File: src/rtl/slirq_pkg.sv
package slirq_pkg;

  typedef enum logic [1:0] {SCH_IDLE, SCH_DIV, SCH_WAIT} sch_state_e;

  localparam int unsigned LINES_60 = 263;
  localparam int unsigned LINES_50 = 314;

  function automatic int unsigned frame_len(int unsigned clk_hz, bit pal);
    return pal ? clk_hz / 50 : clk_hz / 60;
  endfunction

  function automatic int unsigned line_count(bit pal);
    return pal ? LINES_50 : LINES_60;
  endfunction

  function automatic int unsigned line_len(int unsigned clk_hz, bit pal);
    return frame_len(clk_hz, pal) / line_count(pal);
  endfunction

endpackage

File: src/rtl/slirq_timebase.sv
module slirq_timebase #(
  parameter int unsigned TIME_W = 24
) (
  input  logic              clk_i,
  input  logic              rst_ni,
  input  logic              frame_start_i,
  output logic [TIME_W-1:0] cyc_o,
  output logic [TIME_W-1:0] base_o
);

  logic [TIME_W-1:0] cyc_q, fs_q;

  always_ff @(posedge clk_i or negedge rst_ni) begin
    if (!rst_ni) begin
      cyc_q <= '0;
      fs_q  <= '0;
    end else begin
      cyc_q <= cyc_q + TIME_W'(1);
      if (frame_start_i) fs_q <= cyc_q;
    end
  end

  assign cyc_o  = cyc_q;
  // a pulse in the arming cycle defines the frame base directly
  assign base_o = frame_start_i ? cyc_q : fs_q;

endmodule

File: src/rtl/slirq_div.sv
module slirq_div #(
  parameter int unsigned DD_W = 33,
  parameter int unsigned DV_W = 9,
  parameter int unsigned Q_W  = 24
) (
  input  logic            clk_i,
  input  logic            rst_ni,
  input  logic            start_i,
  input  logic [DD_W-1:0] dividend_i,
  input  logic [DV_W-1:0] divisor_i,
  output logic            done_o,
  output logic [Q_W-1:0]  quo_o
);

  localparam int unsigned CW = $clog2(DD_W + 1);

  logic [DD_W-1:0] quo_q;
  logic [DV_W-1:0] rem_q, dv_q, rem_nx;
  logic [DV_W:0]   rem_sh;
  logic [CW-1:0]   cnt_q;
  logic            busy_q, done_q, ge;

  always_comb begin
    rem_sh = {rem_q, quo_q[DD_W-1]};
    ge     = rem_sh >= {1'b0, dv_q};
    rem_nx = ge ? (rem_sh[DV_W-1:0] - dv_q) : rem_sh[DV_W-1:0];
  end

  always_ff @(posedge clk_i or negedge rst_ni) begin
    if (!rst_ni) begin
      quo_q  <= '0;
      rem_q  <= '0;
      dv_q   <= '0;
      cnt_q  <= '0;
      busy_q <= 1'b0;
      done_q <= 1'b0;
    end else if (start_i) begin
      quo_q  <= dividend_i;
      rem_q  <= '0;
      dv_q   <= divisor_i;
      cnt_q  <= CW'(DD_W);
      busy_q <= 1'b1;
      done_q <= 1'b0;
    end else if (busy_q) begin
      quo_q <= {quo_q[DD_W-2:0], ge};
      rem_q <= rem_nx;
      cnt_q <= cnt_q - CW'(1);
      if (cnt_q == CW'(1)) begin
        busy_q <= 1'b0;
        done_q <= 1'b1;
      end
    end else begin
      done_q <= 1'b0;
    end
  end

  assign done_o = done_q;
  assign quo_o  = quo_q[Q_W-1:0];

endmodule

File: src/rtl/slirq_sched.sv
module slirq_sched
  import slirq_pkg::*;
#(
  parameter int unsigned CLK_HZ = 157800,
  parameter int unsigned TIME_W = 24,
  parameter int unsigned CNT_W  = 8,
  parameter int unsigned X_W    = 12,
  parameter int unsigned Y_W    = 9
) (
  input  logic              clk_i,
  input  logic              rst_ni,
  input  logic              arm_i,
  input  logic              pal_mode_i,
  input  logic [CNT_W-1:0]  arm_count_i,
  input  logic [X_W-1:0]    arm_x_i,
  input  logic [Y_W-1:0]    arm_y_i,
  input  logic [TIME_W-1:0] base_i,
  input  logic [TIME_W-1:0] cyc_i,
  output logic              evt_o,
  output sch_state_e        st_o,
  output logic [TIME_W-1:0] target_o,
  output logic [TIME_W-1:0] line_o,
  output logic [CNT_W-1:0]  cnt_o
);

  localparam int unsigned PW   = Y_W + TIME_W;
  localparam int unsigned DV_W = $clog2(LINES_50 + 1);
  localparam logic [TIME_W-1:0] FRAME_60 = TIME_W'(frame_len(CLK_HZ, 1'b0));
  localparam logic [TIME_W-1:0] FRAME_50 = TIME_W'(frame_len(CLK_HZ, 1'b1));
  localparam logic [TIME_W-1:0] LINE_60  = TIME_W'(line_len(CLK_HZ, 1'b0));
  localparam logic [TIME_W-1:0] LINE_50  = TIME_W'(line_len(CLK_HZ, 1'b1));
  localparam logic [DV_W-1:0]   NL_60    = DV_W'(LINES_60);
  localparam logic [DV_W-1:0]   NL_50    = DV_W'(LINES_50);

  sch_state_e        st_q;
  logic [TIME_W-1:0] base_q, target_q, frame_sel, line_sel, arm_frame, quo;
  logic [X_W-1:0]    x_q;
  logic [CNT_W-1:0]  cnt_q;
  logic              mode_q, div_done, evt;
  logic [PW-1:0]     dividend;
  logic [DV_W-1:0]   divisor;

  assign arm_frame = pal_mode_i ? FRAME_50 : FRAME_60;
  assign dividend  = PW'(arm_y_i) * PW'(arm_frame);
  assign divisor   = pal_mode_i ? NL_50 : NL_60;
  assign frame_sel = mode_q ? FRAME_50 : FRAME_60;
  assign line_sel  = mode_q ? LINE_50 : LINE_60;

  slirq_div #(.DD_W(PW), .DV_W(DV_W), .Q_W(TIME_W)) u_div (
    .clk_i      (clk_i),
    .rst_ni     (rst_ni),
    .start_i    (arm_i),
    .dividend_i (dividend),
    .divisor_i  (divisor),
    .done_o     (div_done),
    .quo_o      (quo)
  );

  assign evt = (st_q == SCH_WAIT) && (cyc_i == target_q);

  always_ff @(posedge clk_i or negedge rst_ni) begin
    if (!rst_ni) begin
      st_q     <= SCH_IDLE;
      base_q   <= '0;
      target_q <= '0;
      x_q      <= '0;
      cnt_q    <= '0;
      mode_q   <= 1'b0;
    end else if (arm_i) begin
      st_q   <= SCH_DIV;
      base_q <= base_i;
      x_q    <= arm_x_i;
      cnt_q  <= arm_count_i;
      mode_q <= pal_mode_i;
    end else begin
      unique case (st_q)
        SCH_DIV: if (div_done) begin
          target_q <= base_q + frame_sel + quo + TIME_W'(x_q);
          st_q     <= SCH_WAIT;
        end
        SCH_WAIT: if (evt) begin
          if (cnt_q <= CNT_W'(1)) begin
            st_q <= SCH_IDLE;
          end else begin
            cnt_q    <= cnt_q - CNT_W'(1);
            target_q <= target_q + line_sel;
          end
        end
        default: ;
      endcase
    end
  end

  assign evt_o    = evt;
  assign st_o     = st_q;
  assign target_o = target_q;
  assign line_o   = line_sel;
  assign cnt_o    = cnt_q;

endmodule

File: src/rtl/slirq_stat.sv
module slirq_stat (
  input  logic clk_i,
  input  logic rst_ni,
  input  logic evt_i,
  input  logic ack_wr_i,
  input  logic ack_bit_i,
  output logic stat_o
);

  logic stat_q;

  // a set from an event outranks a clear in the same cycle
  always_ff @(posedge clk_i or negedge rst_ni) begin
    if (!rst_ni)                      stat_q <= 1'b0;
    else if (evt_i)                   stat_q <= 1'b1;
    else if (ack_wr_i && !ack_bit_i)  stat_q <= 1'b0;
  end

  assign stat_o = stat_q;

endmodule

File: src/rtl/scanline_irq_gen.sv
module scanline_irq_gen
  import slirq_pkg::*;
#(
  parameter int unsigned CLK_HZ = 157800,
  parameter int unsigned TIME_W = 24,
  parameter int unsigned CNT_W  = 8,
  parameter int unsigned X_W    = 12,
  parameter int unsigned Y_W    = 9
) (
  input  logic             clk_i,
  input  logic             rst_ni,
  input  logic             frame_start_i,
  input  logic             pal_mode_i,
  input  logic             arm_i,
  input  logic [CNT_W-1:0] arm_count_i,
  input  logic [X_W-1:0]   arm_x_i,
  input  logic [Y_W-1:0]   arm_y_i,
  input  logic             ack_wr_i,
  input  logic             ack_bit_i,
  output logic             irq_stat_o
);

  logic [TIME_W-1:0] cyc, base, target, line;
  logic [CNT_W-1:0]  cnt;
  logic              evt;
  sch_state_e        sch_st;

  slirq_timebase #(.TIME_W(TIME_W)) u_tb (
    .clk_i         (clk_i),
    .rst_ni        (rst_ni),
    .frame_start_i (frame_start_i),
    .cyc_o         (cyc),
    .base_o        (base)
  );

  slirq_sched #(
    .CLK_HZ(CLK_HZ), .TIME_W(TIME_W), .CNT_W(CNT_W), .X_W(X_W), .Y_W(Y_W)
  ) u_sched (
    .clk_i       (clk_i),
    .rst_ni      (rst_ni),
    .arm_i       (arm_i),
    .pal_mode_i  (pal_mode_i),
    .arm_count_i (arm_count_i),
    .arm_x_i     (arm_x_i),
    .arm_y_i     (arm_y_i),
    .base_i      (base),
    .cyc_i       (cyc),
    .evt_o       (evt),
    .st_o        (sch_st),
    .target_o    (target),
    .line_o      (line),
    .cnt_o       (cnt)
  );

  slirq_stat u_stat (
    .clk_i     (clk_i),
    .rst_ni    (rst_ni),
    .evt_i     (evt),
    .ack_wr_i  (ack_wr_i),
    .ack_bit_i (ack_bit_i),
    .stat_o    (irq_stat_o)
  );

endmodule

File: config.mk
export PLATFORM = sky130hd
export DESIGN_NAME = scanline_irq_gen
export DESIGN_NICKNAME = d
export VERILOG_FILES = /design/src/rtl/slirq_pkg.sv /design/src/rtl/slirq_timebase.sv /design/src/rtl/slirq_div.sv /design/src/rtl/slirq_sched.sv /design/src/rtl/slirq_stat.sv /design/src/rtl/scanline_irq_gen.sv
export SDC_FILE = /design/constraint.sdc
export NUM_CORES = 1
export LEC_CHECK = 0
export ABC_AREA = 1
export BUFFER_PORTS_ARGS = -buffer_cell sky130_fd_sc_hd__buf_2
export CORE_UTILIZATION = 54
export CTS_CLUSTER_DIAMETER = 80
export DETAILED_ROUTE_END_ITERATION = 6
export PLACE_DENSITY = 0.7
export SETUP_SLACK_MARGIN = 0.1
export SYNTH_ARGS = -nofsm -noshare
export SYNTH_HDL_FRONTEND = slang
export SYNTH_SLANG_ARGS = --single-unit
File: constraint.sdc
create_clock -name clk_i -period 2.7 [get_ports clk_i]
set_input_delay 0.27 -clock clk_i [delete_from_list [all_inputs] [get_ports clk_i]]
set_output_delay 0.27 -clock clk_i [all_outputs]
set_load 0.05 [all_outputs]
==> impl_metrics.ini <==
[synth]
synth_edf_count = 0
yosys_warnings = 0
syn_avg_cell_area_um2 = 7.41
synth-main-ff-cell = dfrtp_1
synth-async-reset-ratio_pct = 100
yosysUniqueCellTypes = 45
syn_inst = 1781
ys_ff_latch = 172
seq_area_frac_synth_pct = 32.6
synth_area_mm2 = 0.0132

[drt]
drcViolationCount = 0
wl_per_cell_um = 15.2
antenna_left = 0
dr.first_iter.drc_count = 688
routed_wl_mm = 34.2
first_pass_iters = 5
viasPerCell = 5.26
vias = 11900

[placed_design]
dp.cells = 2206
portBuffers = 36
dpl_cell_area_mm2 = 0.0146
gp_congestion = 0.901
hpwl_mm = 24.5

[setup_path]
critPathKind = in2reg
arrival_ns = 3.55
path_max_fanout = 4
crit-reg2reg-launch = u_sched.u_div.dv_q[5]
crit_start = arm_y_i[3]
end_kind = flop
cp-start-kind = primary input
cp.required_ns = 3.01

[finish]
final_nets = 2137
drive_gt1_share_pct = 22.9
fin_util_pct = 69.7
fillers = 1874
stdcell_count = 2258
num_antenna_cells = 0
area_growth_pct = 25.4
fin_area_mm2 = 0.0166

[clock_tree]
clk_pin_slew_ns = 0.07
cts_tree = yes
cts_buffer_depth = 2
root_buffer = clkbuf_16
clock_latency_ns = 0.43
clock-sinks = 172
cts_max_level = 4
cts_inserted_buffers = 17

[timing]
timing.hold.ws_ns = 0.0378
slew_violations = 0
min_period_ns = 3.24
timing.final.ws_setup_ns = -0.542
max_freq_mhz = 308
grt_setup_unrepaired = true
final_hold_viol_count = 0
fin_worst_skew_ns = 0.0128
relSlewSlack_pct = 52.8
post-route-period-util_pct = 120
finalSetupViolations = 34
tightest_slew_ns = 0.708

[die]
ios = 37
die_h_um = 158
fp.dieArea_mm2 = 0.0251
start_util_pct = 55.6
row_count = 56
core_mm2 = 0.0238
die_x_um = 158

[grt]
grtUsageTotal_pct = 27.6
grt_pass1_vias = 11600
grt_max_degree = 70
grt_overflow = 0
antenna_found_initial = 0
grt_pass1_wl_mm = 54.6

[power_and_ir_drop]
p_total_w = 0.0161
powerDensity_mw_per_mm2 = 971
p_leak_nw = 8.64
vdd_drop_max_mv = 0.632

[outcome]
violations = setup timing
status = finished with violations

[job]
cap_violations = 0

[worst_hold_path]
hp-start = arm_x_i[0]
min-delay-path-class = in2reg
[what timing repair did]
action                                  4_1_cts  5_1_grt
hold endpoints to repair                     65        0
endpoints found under the setup margin       36       48
setup buffers                                12       11
hold buffers                                  1        0
resized for setup                           176      117
gates cloned                                  0        1
pin swaps                                    64       86
[metrics by stage]
| step | TNS, ns | setup slack [ns] |
|---|---|---|
| after floorplan | -11.52 | -0.926 |
| after global placement | -16.88 | -1.04 |
| after detailed placement | -19.25 | -1.13 |
| after CTS | -8.38 | -0.522 |
| after global routing | -13.89 | -0.681 |
| final | -10.08 | -0.542 |
[state kept, by name, indices dropped and copies added, names as in the netlist]
| signal | cells |
|---|---|
| u_sched.base_q | 24 |
| u_sched.cnt_o | 8 |
| u_sched.st_o | 2 |
| u_sched.target_o | 24 |
| u_sched.u_div.busy_q | 1 |
| u_sched.u_div.cnt_q | 6 |
| u_sched.u_div.done_o | 1 |
| u_sched.u_div.dv_q | 3 |
| u_sched.u_div.quo_q | 33 |
| u_sched.u_div.rem_q | 9 |
| u_sched.x_q | 12 |
| u_stat.stat_o | 1 |
| u_tb.cyc_o | 24 |
| u_tb.fs_q | 24 |
[kinds of logic after synthesis]
| kind of cell | Yosys count | share of synthesized area (%) |
|---|---|---|
| buf+inv | 325 | 9.52 |
| flops | 172 | 32.6 |
| mux | 6 | 0.512 |
| other cells | 1 | 0.0284 |
| compound gates | 196 | 8.34 |
| xor+xnor | 53 | 3.52 |
| simple gates | 853 | 26.4 |
| fa+ha+maj | 175 | 19.0 |
[worst max-delay path, cell delays in order]
cell	delay [ns]
buf_2	0.14
buf_4	0.14
ha_1	0.34
ha_4	0.23
fa_1	0.55
inv_1	0.06
fa_1	0.54
inv_1	0.07
ha_4	0.27
nand2_1	0.12
inv_1	0.06
a21oi_1	0.17
nand3_2	0.13
a21oi_1	0.18
nand2_1	0.09
nand3_1	0.12
nand2_1	0.06
[cells in the final DEF (no fill, tap or decap), types with 4 or more instances in the layout]
cell | netlist | final
dfrtp_1 | 172 | 172
nor2_4 | 0 | 12
a21oi_2 | 0 | 8
a21oi_1 | 70 | 56
nor2_1 | 156 | 134
buf_4 | 1 | 106
nand2_2 | 3 | 45
fa_2 | 0 | 9
o22ai_1 | 18 | 17
nor2_2 | 6 | 16
xnor2_1 | 7 | 4
fa_1 | 43 | 34
nand4_1 | 15 | 15
nand2_1 | 538 | 476
inv_1 | 272 | 247
clkbuf_16 | 0 | 18
nor3_1 | 17 | 14
o21bai_1 | 11 | 11
buf_2 | 1 | 31
nand3_4 | 0 | 10
nand2_4 | 2 | 22
o21ai_1 | 4 | 20
xor2_1 | 46 | 44
nand3_1 | 98 | 62
o21ai_0 | 69 | 45
nand3_2 | 1 | 27
nand3b_1 | 8 | 8
ha_1 | 132 | 101
mux2_2 | 6 | 6
buf_6 | 2 | 21
inv_2 | 10 | 32
o21ai_2 | 0 | 8
ha_4 | 0 | 29
o211ai_1 | 7 | 7
o221ai_1 | 7 | 6
a21oi_4 | 0 | 6
[cells in the mapped netlist, types with 18 or more instances]
cell type  count  share of area (%)
nand2_1      538                 15
inv_1        272                7.7
dfrtp_1      172                 33
nor2_1       156                4.4
ha_1         132                 13
nand3_1       98                3.7
a21oi_1       70                2.7
o21ai_0       69                2.6
xor2_1        46                3.1
fa_1          43                6.5
clkbuf_1      32               0.91
o22ai_1       18               0.85
[area by class of cell]
type / count / area, µm² / share of cell area (%)
clock buffer: 20 / 437 / 2.64
timing repair buffer: 165 / 1310 / 7.93
multi-input combinational: 1286 / 8880 / 53.7
tap: 319 / 399 / 2.41
clock inverter: 12 / 139 / 0.839
sequential: 172 / 4300 / 26.0
inverter: 284 / 1080 / 6.52
[report_power, final]
| part | switching, W | total (W) | internal, W |
|---|---|---|---|
| clock | 0.00109 | 0.00247 | 0.00138 |
| combinational | 0.00577 | 0.0101 | 0.00431 |
| sequential | 0.000476 | 0.00351 | 0.00303 |
| total | 0.00734 | 0.0161 | 0.00872 |
[per-layer routing]
metal	global-route usage [%]	vias up	routed length (µm)
met1	34.8	5627	15100
met4	9.39	0	1000
li1	-	5918	-
met2	48.6	266	17000
met5	0	-	0
met3	3.78	69	1110
[worst paths after layout]
kind / slack, ns / to / depth (start not counted)
setup / recovery: -0.54 / u_sched.u_div.quo_q[19] / 17
hold / removal: 0.04 / u_sched.x_q[0] / 3
setup reg to reg: -0.27 / u_sched.target_o[18] / 16
hold reg to reg: 0.49 / u_sched.base_q[13] / 2
max in group asynchronous: 1.57 / u_sched.u_div.quo_q[31] / 3
min in group asynchronous: 0.41 / u_tb.cyc_o[3] / 2
(Power assumes the default switching activity.)
